--- src/rtl/sleep_seq_pkg.sv ---
package sleep_seq_pkg;

    typedef enum logic [2:0] {
        ST_AWAKE   = 3'd0,
        ST_ENTER   = 3'd1,
        ST_ASLEEP  = 3'd2,
        ST_EXIT    = 3'd3,
        ST_RECOVER = 3'd4
    } slp_state_t;

    function automatic int max3(input int a, input int b, input int c);
        int m;
        m = a;
        if (b > m) m = b;
        if (c > m) m = c;
        return m;
    endfunction

endpackage

--- src/rtl/sleep_req_sync.sv ---
module sleep_req_sync #(
    parameter int STAGES = 2
) (
    input  logic clk,
    input  logic rst_n,
    input  logic d_a,
    output logic q
);
    logic [STAGES-1:0] chain;

    generate
        if (STAGES == 1) begin : g_one
            always_ff @(posedge clk or negedge rst_n) begin
                if (!rst_n) chain <= '0;
                else        chain <= d_a;
            end
        end else begin : g_many
            always_ff @(posedge clk or negedge rst_n) begin
                if (!rst_n) chain <= '0;
                else        chain <= {chain[STAGES-2:0], d_a};
            end
        end
    endgenerate

    assign q = chain[STAGES-1];
endmodule

--- src/rtl/sleep_dwell_cnt.sv ---
module sleep_dwell_cnt #(
    parameter int W = 2
) (
    input  logic         clk,
    input  logic         rst_n,
    input  logic         load,
    input  logic [W-1:0] load_val,
    output logic         expired
);
    logic [W-1:0] cnt;

    always_ff @(posedge clk or negedge rst_n) begin
        if (!rst_n)              cnt <= '0;
        else if (load)           cnt <= load_val;
        else if (cnt != '0)      cnt <= cnt - 1'b1;
    end

    assign expired = (cnt == '0);
endmodule

--- src/rtl/sleep_fsm.sv ---
module sleep_fsm
    import sleep_seq_pkg::*;
#(
    parameter int ENTRY_CYC = 2,
    parameter int EXIT_CYC  = 2,
    parameter int RECOV_CYC = 2,
    parameter int W         = 2
) (
    input  logic         clk,
    input  logic         rst_n,
    input  logic         req_s,
    input  logic         expired,
    output logic         load,
    output logic [W-1:0] load_val,
    output logic         asleep,
    output logic         acc_block,
    output logic         entry_start,
    output logic         in_recover
);
    localparam logic [W-1:0] ENTRY_LD = W'(ENTRY_CYC - 1);
    localparam logic [W-1:0] EXIT_LD  = W'(EXIT_CYC - 1);
    localparam logic [W-1:0] RECOV_LD = W'(RECOV_CYC - 1);

    slp_state_t state_q, state_d;

    always_ff @(posedge clk or negedge rst_n) begin
        if (!rst_n) state_q <= ST_AWAKE;
        else        state_q <= state_d;
    end

    always_comb begin
        state_d  = state_q;
        load     = 1'b0;
        load_val = '0;
        unique case (state_q)
            ST_AWAKE: begin
                if (req_s) begin
                    state_d  = ST_ENTER;
                    load     = 1'b1;
                    load_val = ENTRY_LD;
                end
            end
            ST_ENTER: begin
                if (expired) state_d = ST_ASLEEP;
            end
            ST_ASLEEP: begin
                if (!req_s) begin
                    state_d  = ST_EXIT;
                    load     = 1'b1;
                    load_val = EXIT_LD;
                end
            end
            ST_EXIT: begin
                if (req_s) begin
                    state_d  = ST_ENTER;
                    load     = 1'b1;
                    load_val = ENTRY_LD;
                end else if (expired) begin
                    state_d  = ST_RECOVER;
                    load     = 1'b1;
                    load_val = RECOV_LD;
                end
            end
            ST_RECOVER: begin
                if (req_s) begin
                    state_d  = ST_ENTER;
                    load     = 1'b1;
                    load_val = ENTRY_LD;
                end else if (expired) begin
                    state_d = ST_AWAKE;
                end
            end
            default: state_d = ST_AWAKE;
        endcase
    end

    always_comb begin
        asleep      = (state_q == ST_ASLEEP);
        acc_block   = (state_q != ST_AWAKE);
        entry_start = (state_q == ST_AWAKE) && req_s;
        in_recover  = (state_q == ST_RECOVER);
    end
endmodule

--- src/rtl/sleep_rule_mon.sv ---
module sleep_rule_mon (
    input  logic clk,
    input  logic rst_n,
    input  logic entry_start,
    input  logic in_recover,
    input  logic ce_a_n,
    input  logic ce_b,
    input  logic ce_c_n,
    input  logic strb_p_n,
    input  logic strb_c_n,
    input  logic acc_pend,
    output logic viol_sel,
    output logic viol_recov,
    output logic acc_abort
);
    logic selected;
    logic any_active;

    always_comb begin
        selected   = !ce_a_n && ce_b && !ce_c_n;
        any_active = !ce_a_n || ce_b || !ce_c_n || !strb_p_n || !strb_c_n;
    end

    always_ff @(posedge clk or negedge rst_n) begin
        if (!rst_n) begin
            viol_sel   <= 1'b0;
            viol_recov <= 1'b0;
            acc_abort  <= 1'b0;
        end else begin
            viol_sel   <= entry_start && selected;
            viol_recov <= in_recover && any_active;
            acc_abort  <= entry_start && acc_pend;
        end
    end
endmodule

--- src/rtl/sleep_sequencer.sv ---
module sleep_sequencer
    import sleep_seq_pkg::*;
#(
    parameter int SYNC_STAGES = 2,
    parameter int ENTRY_CYC   = 2,
    parameter int EXIT_CYC    = 2,
    parameter int RECOV_CYC   = 2
) (
    input  logic clk,
    input  logic rst_n,
    input  logic sleep_req_a,
    input  logic ce_a_n,
    input  logic ce_b,
    input  logic ce_c_n,
    input  logic strb_p_n,
    input  logic strb_c_n,
    input  logic acc_pend,
    output logic asleep,
    output logic acc_block,
    output logic viol_sel,
    output logic viol_recov,
    output logic acc_abort
);
    localparam int MAX_CYC = max3(ENTRY_CYC, EXIT_CYC, RECOV_CYC);
    localparam int CNT_W   = $clog2(MAX_CYC + 1);

    logic             req_s;
    logic             load;
    logic [CNT_W-1:0] load_val;
    logic             expired;
    logic             entry_start;
    logic             in_recover;

    sleep_req_sync #(.STAGES(SYNC_STAGES)) u_sync (
        .clk   (clk),
        .rst_n (rst_n),
        .d_a   (sleep_req_a),
        .q     (req_s)
    );

    sleep_dwell_cnt #(.W(CNT_W)) u_cnt (
        .clk      (clk),
        .rst_n    (rst_n),
        .load     (load),
        .load_val (load_val),
        .expired  (expired)
    );

    sleep_fsm #(
        .ENTRY_CYC (ENTRY_CYC),
        .EXIT_CYC  (EXIT_CYC),
        .RECOV_CYC (RECOV_CYC),
        .W         (CNT_W)
    ) u_fsm (
        .clk         (clk),
        .rst_n       (rst_n),
        .req_s       (req_s),
        .expired     (expired),
        .load        (load),
        .load_val    (load_val),
        .asleep      (asleep),
        .acc_block   (acc_block),
        .entry_start (entry_start),
        .in_recover  (in_recover)
    );

    sleep_rule_mon u_mon (
        .clk         (clk),
        .rst_n       (rst_n),
        .entry_start (entry_start),
        .in_recover  (in_recover),
        .ce_a_n      (ce_a_n),
        .ce_b        (ce_b),
        .ce_c_n      (ce_c_n),
        .strb_p_n    (strb_p_n),
        .strb_c_n    (strb_c_n),
        .acc_pend    (acc_pend),
        .viol_sel    (viol_sel),
        .viol_recov  (viol_recov),
        .acc_abort   (acc_abort)
    );
endmodule

--- config.mk ---
export PLATFORM = sky130hd
export DESIGN_NAME = sleep_sequencer
export DESIGN_NICKNAME = d
export VERILOG_FILES = /design/src/rtl/sleep_seq_pkg.sv /design/src/rtl/sleep_req_sync.sv /design/src/rtl/sleep_dwell_cnt.sv /design/src/rtl/sleep_fsm.sv /design/src/rtl/sleep_rule_mon.sv /design/src/rtl/sleep_sequencer.sv
export SDC_FILE = /design/constraint.sdc
export NUM_CORES = 1
export LEC_CHECK = 0
export ABC_AREA = 1
export CAP_MARGIN = 10
export CORE_UTILIZATION = 38
export DETAILED_ROUTE_END_ITERATION = 6
export DONT_BUFFER_PORTS = 1
export GPL_TIMING_DRIVEN = 0
export PLACE_DENSITY_LB_ADDON = 0.3
export SYNTH_ARGS = -nofsm -noshare
export SYNTH_HDL_FRONTEND = slang
export SYNTH_HIERARCHICAL = 1
export SYNTH_SLANG_ARGS = --single-unit
export TNS_END_PERCENT = 30
--- constraint.sdc ---
create_clock -name clk -period 2.1 [get_ports clk]
set_input_delay 0.105 -clock clk [delete_from_list [all_inputs] [get_ports clk]]
set_output_delay 0.105 -clock clk [all_outputs]
set_load 0.03 [all_outputs]
# Yosys cells after proc, flatten, opt, wreduce, memory -nomap -nowiden
# Index checks and enable logic that the tools add are counted.
word_totals:
  ff_bits: 10
  latch_bits: 0
  mem_bits_rw: 0
  romBits: 0
  input_bits: 9
  n_memories: 0
op_classes:
  n_addsub: 1
  multipliers: 0
  div_mod_pow: 0
  n_lt_le_gt_ge: 0
  eq_ne: 9
  shifts: 0
  muxes: 20
  bitwise: 0
  reduce_logical: 21
op_table:
  columns: ["operator", "count"]
  rows:
  - ["$mux 3", 7]
  - ["$pmux 3 s5", 1]
  - ["$mux 1", 7]
  - ["$eq 3x2->1 const B", 2]
  - ["$logic_and 1x1->1", 6]
  - ["$mux 2", 3]
  - ["$ne 2x2->1 const B", 3]
  - ["$ne 3x3->1 const B", 2]
  - ["$pmux 2 s3", 1]
  - ["$reduce_and 5->1", 1]
  - ["$logic_not 1->1", 4]
  - ["$logic_or 1x1->1", 4]
  - ["$reduce_bool 2->1", 2]
  - ["$eq 3x1->1 const B", 1]
  - ["$eq 3x3->1 const B", 1]
  - ["$logic_not 3->1", 1]
  - ["$pmux 1 s3", 1]
  - ["$reduce_bool 3->1", 1]
  - ["$logic_not 2->1", 1]
  - ["$reduce_or 2->1", 1]
  - ["$sub 2x1->2 const B", 1]

# Longest topological paths before layout
depth:
  word_depth: 6
  ltp_mapped: 9
  ltp_nobuf: 9

# Hierarchy
# Netlist, hierarchy kept.
modules_own_cells:
  columns: ["module", "n_inst", "cells_per_inst", "area_per_inst_um2"]
  rows:
  - ["sleep_fsm", 1, 49, 291.5]
  - ["sleep_dwell_cnt", 1, 17, 120.1]
  - ["sleep_rule_mon", 1, 13, 115.1]
  - ["sleep_req_sync", 1, 2, 50.0]

# Least setup slack after synthesis
# Ideal clock, no wire load.
synth_timing:
  path_type: "reg-to-reg"
  startpoint: "register u_cnt.cnt[0]"
  endpoint: "register u_cnt.cnt[0]"
  setup_ns: 0.117
  arrival_ns: 1.421
  required_ns: 1.983
  path_slack_ns: 0.562
  path_stages_with_launch: 10
  path_buffers: 1
  period_less_slack_ns: 1.538
  path_cell_list: "dfrtp_1 -> inv_1 -> ha_1 -> nor2_1 -> o221ai_1 -> buf_4 -> nand2_1 -> o21ai_0 -> nand2_1 -> nand2_1"
synth_between:
  elab_chain_cells: 5
  word_cells_on_any_way: 12
  classes_between: "add/sub: 1; mux: 8; reduce/logical: 3"
synth_rtl:
  columns: ["element", "line_no", "text"]
  rows:
  - ["start, declared", "sleep_dwell_cnt.sv:10", "logic [W-1:0] cnt;"]
  - ["start signal, assigned", "sleep_dwell_cnt.sv:14", "else if (load) cnt <= load_val;"]
  - ["start signal, assigned", "sleep_dwell_cnt.sv:15", "else if (cnt != '0) cnt <= cnt - 1'b1;"]
  - ["$logic_not 2->1 *", "sleep_dwell_cnt.sv:18", "assign expired = (cnt == '0);"]
  - ["via expired", "sleep_sequencer.sv:30", "logic expired;"]
  - ["$mux 1 *", "sleep_fsm.sv:58", "end else if (expired) begin"]
  - ["$mux 1 *", "sleep_fsm.sv:54", "if (req_s) begin"]
  - ["$pmux 1 s3 *", "sleep_fsm.sv:35", "unique case (state_q)"]
  - ["via load", "sleep_sequencer.sv:28", "logic load;"]
  - ["$mux 2 or $reduce_bool 2->1 (tied branches)", null, null]
# Mark *: on every way through the listed nets, which the timed path passes. The rest lies on a longest branch. The select of a mux whose other input is x is not followed.
# A chain may end at the register's enable or synchronous reset.

# Worst setup path in the final report
# Same ends and word-level chain as after synthesis.

==> key figures <==
Detailed routing
  – Post-route ant nets: 0
  – DRT iter0 DRCs: 9
  – DR pass1 iterations: 4
  – Number of remaining DRC errors: 0
  – Via density per instance: 4.91
  – Drt wl/cell: approximately 10 um
  – Final wirelength: between 1000 and 1500 um
  – Via Count: 516

Clock tree
  – CTS sink cnt: 10
  – Clk Latency, worst-skew pair: 0.26 ns
  – Clock root buffer: clkbuf_4
  – Worst-path clk slew: 0.06 ns
  – Clk buf depth: 2
  – H-tree depth: 1
  – Post-CTS sizing: 0
  – Total CTS buffers: 3
  – CTS tree: built

Logic synthesis
  – Syn Std Cell Area: 577 um^2
  – Post-synth EDFFs: 0
  – Yosys warns: 6
  – Synthesized Nets: 91
  – Post-synthesis sequential area ratio: 43.4%
  – Cell variety after synth: 17
  – Async set-reset flop share out of synthesis: 100%
  – #FFs+latches synth: 10
  – Prevailing post-synth register cell: dfrtp_1
  – Avg Inst Size Synth: between 7 and 8 um^2
  – Cells after Synth: approximately 80

Status
  – Status: complete, no violations

Floorplan
  – Die area: 1680 um^2
  – I/O pin count: 14
  – Die W: 41.0 um
  – Core ar.: between 1000 and 1500 um^2
  – Number of cell rows: 13
  – DIE HEIGHT: 41.0 um
  – Starting Density: 42.7%

Power and ir drop
  – Sequential power share: 33.2%
  – Max rail drop VDD: 0.000605 V
  – Sw Share: 46.2%
  – Pint: 527 uW
  – Combinational cell fraction of total power: 49.9%
  – Clk pwr share: between 10% and 20%
  – Pwr dens: 1440 nW/um^2
  – NetSw: 453 uW
  – Lkg Pwr: roughly 0.00038 uW

Layout
  – Nets: 101
  – Commonest non-fill, non-tap cell in the layout: nand2_1
  – Ant. Diodes: 0
  – Proportion of layout cells with a drive suffix above 1: 13.3%
  – Area delta synth->final: 18.2%
  – Most frequent cells in the layout: 24 x nand2_1, 12 x inv_1, 10 x dfrtp_1, 10 x nor2_1, 6 x nand3_1

STA
  – Fin Hold WS: 0.0304 ns
  – Final setup viols: 0
  – Max Slew Vio Count: 0
  – RSZ-0062 raised after global routing: false
  – Hold violation total from the final report: 0
  – Max Fclk: 581 MHz
  – Post-route minimum period: ~1.7 ns
  – Final period util: about four fifths
  – Fin Clk Skew: 0.00125 ns
  – Setup TNS: 0 ns

Worst setup path
  – WP buf/inv: 2
  – Critical path capture point type: register
  – Critical Path Slowest Stage Cell: dfrtp_1
  – Family with the most delay on the worst path: simple AND/OR/NAND/NOR gates
  – CP Class: reg -> reg
  – Max stage delay on crit path: 0.36 ns
  – Crit path DAT: 1.87 ns
  – Crit path top cell by count: nand2_1
  – Startpoint types: register
  – Worst EP required: 2.25 ns
  – CP Cell Sequence: inv_1 > ha_1 > nor2_1 > o221ai_1 > buf_4 > nand2_1 > o21ai_0 > nand2_1 > nand2_1
  – Peak fanout along the critical path: 6

Global routing
  – Initial antenna violation count: 0
  – Pin count of the biggest net entering global routing: 11
  – Remaining global-route overflow: 0
  – Vias in the first global route: 416
  – Gr usage total: 15.7%
  – First-pass GRT wire length: about 1600 um

Placed design
  – Hpwl dp: approximately 780 um
  – Port bufs: 0
  – Placer congestion estimate: 0.779

Min path
  – Min-delay worst type: in -> reg

Run
  – Max-Cap Viols: 0
==> sequential cells by signal, summed over array words and instances (netlist names) <==
register / flops
u_mon/viol_recov: 1
u_mon/viol_sel: 1
u_sync/chain: 2
u_fsm/state_q: 3
u_cnt/cnt: 2
u_mon/acc_abort: 1
==> power by group through the flow <==
stage / registers, uW / clock network, uW / logic (uW)
final: 325 / 166 / 489
after global placement: 325 / 0 / 472
after floorplan: 312 / 0 / 410
after CTS: 322 / 171 / 490
after detailed placement: 326 / 0 / 478
after global routing: 334 / 179 / 566
==> layout make-up <==
type                            count  area (um^2)
Clock buffer                        4         36.3
Tap cell                           15         18.8
Fill cell                         143          668
Multi-Input combinational cell     55          259
Timing Repair Buffer                5         50.0
Buffer                              2         15.0
Sequential cell                    10          250
Inverter                           14         52.6
==> Yosys cell counts (2+ instances only) <==
| cell type | count | share of area (%) |
|---|---|---|
| o21ai_0 | 3 | 2.6 |
| dfrtp_1 | 10 | 43 |
| inv_1 | 12 | 7.8 |
| nand4_1 | 3 | 3.3 |
| inv_2 | 2 | 1.3 |
| nand2_1 | 24 | 16 |
| nand2_2 | 2 | 2.2 |
| buf_4 | 2 | 2.6 |
| nor2_1 | 10 | 6.5 |
| nand3_1 | 6 | 5.2 |
==> worst min-delay path: cells and delay by family <==
| family | cells | cell delay (ns) |
|---|---|---|
| AND/OR/NAND/NOR | 3 | 0.15 |
==> worst paths after layout <==
path	startpoint	endpoint	slack [ns]	cells after the start
hold reg to reg	u_sync/chain[0]$_DFF_PN0_	u_sync/chain[1]$_DFF_PN0_	0.36	0
setup reg to reg	u_cnt/cnt[0]$_DFFE_PN0P_	u_cnt/cnt[0]$_DFFE_PN0P_	0.38	9
max in group asynchronous	rst_n	u_fsm/state_q[1]$_DFFE_PN0P_	1.60	1
setup / recovery	u_cnt/cnt[0]$_DFFE_PN0P_	u_cnt/cnt[0]$_DFFE_PN0P_	0.38	9
hold / removal	ce_a_n	u_mon/viol_recov$_DFF_PN0_	0.03	3
min in group asynchronous	rst_n	u_mon/acc_abort$_DFF_PN0_	0.21	1
==> cells by family after synthesis <==
family	after synthesis	share of synthesized area, %
flip-flops	10	43.4
AO/OA/AOI/OAI	5	5.64
AND/OR/NAND/NOR	48	36.4
other	1	0.650
adder cells (fa/ha/maj)	1	2.17
buffers and inverters	16	11.7
==> per-layer routing <==
metal / part of all wire (%) / GRT usage (%) / vias to the layer above
met5: 0 / 0 / -
met4: 2.3 / 12.5 / 0
met3: 5.2 / 2.72 / 4
met2: 48 / 23.8 / 17
met1: 44 / 19.6 / 226
li1: - / - / 269
==> metrics by stage <==
step	cell area [um^2]	setup WS [ns]	utilization (%)	power, uW	cells
finish	682	0.378	50.5	980	105
global route	682	0.227	50.5	1080	105
CTS	682	0.376	50.5	984	105
detailed placement	596	0.393	44.1	804	96
global placement	596	0.372	44.1	797	96
floorplan	577	0.562	-	721	81
==> timing repair <==
item,4_1_cts,5_1_grt
hold endpoints to repair,13,0
setup buffers,0,0
hold buffers,5,0
No activity file was read; power rests on OpenSTA's default activity.
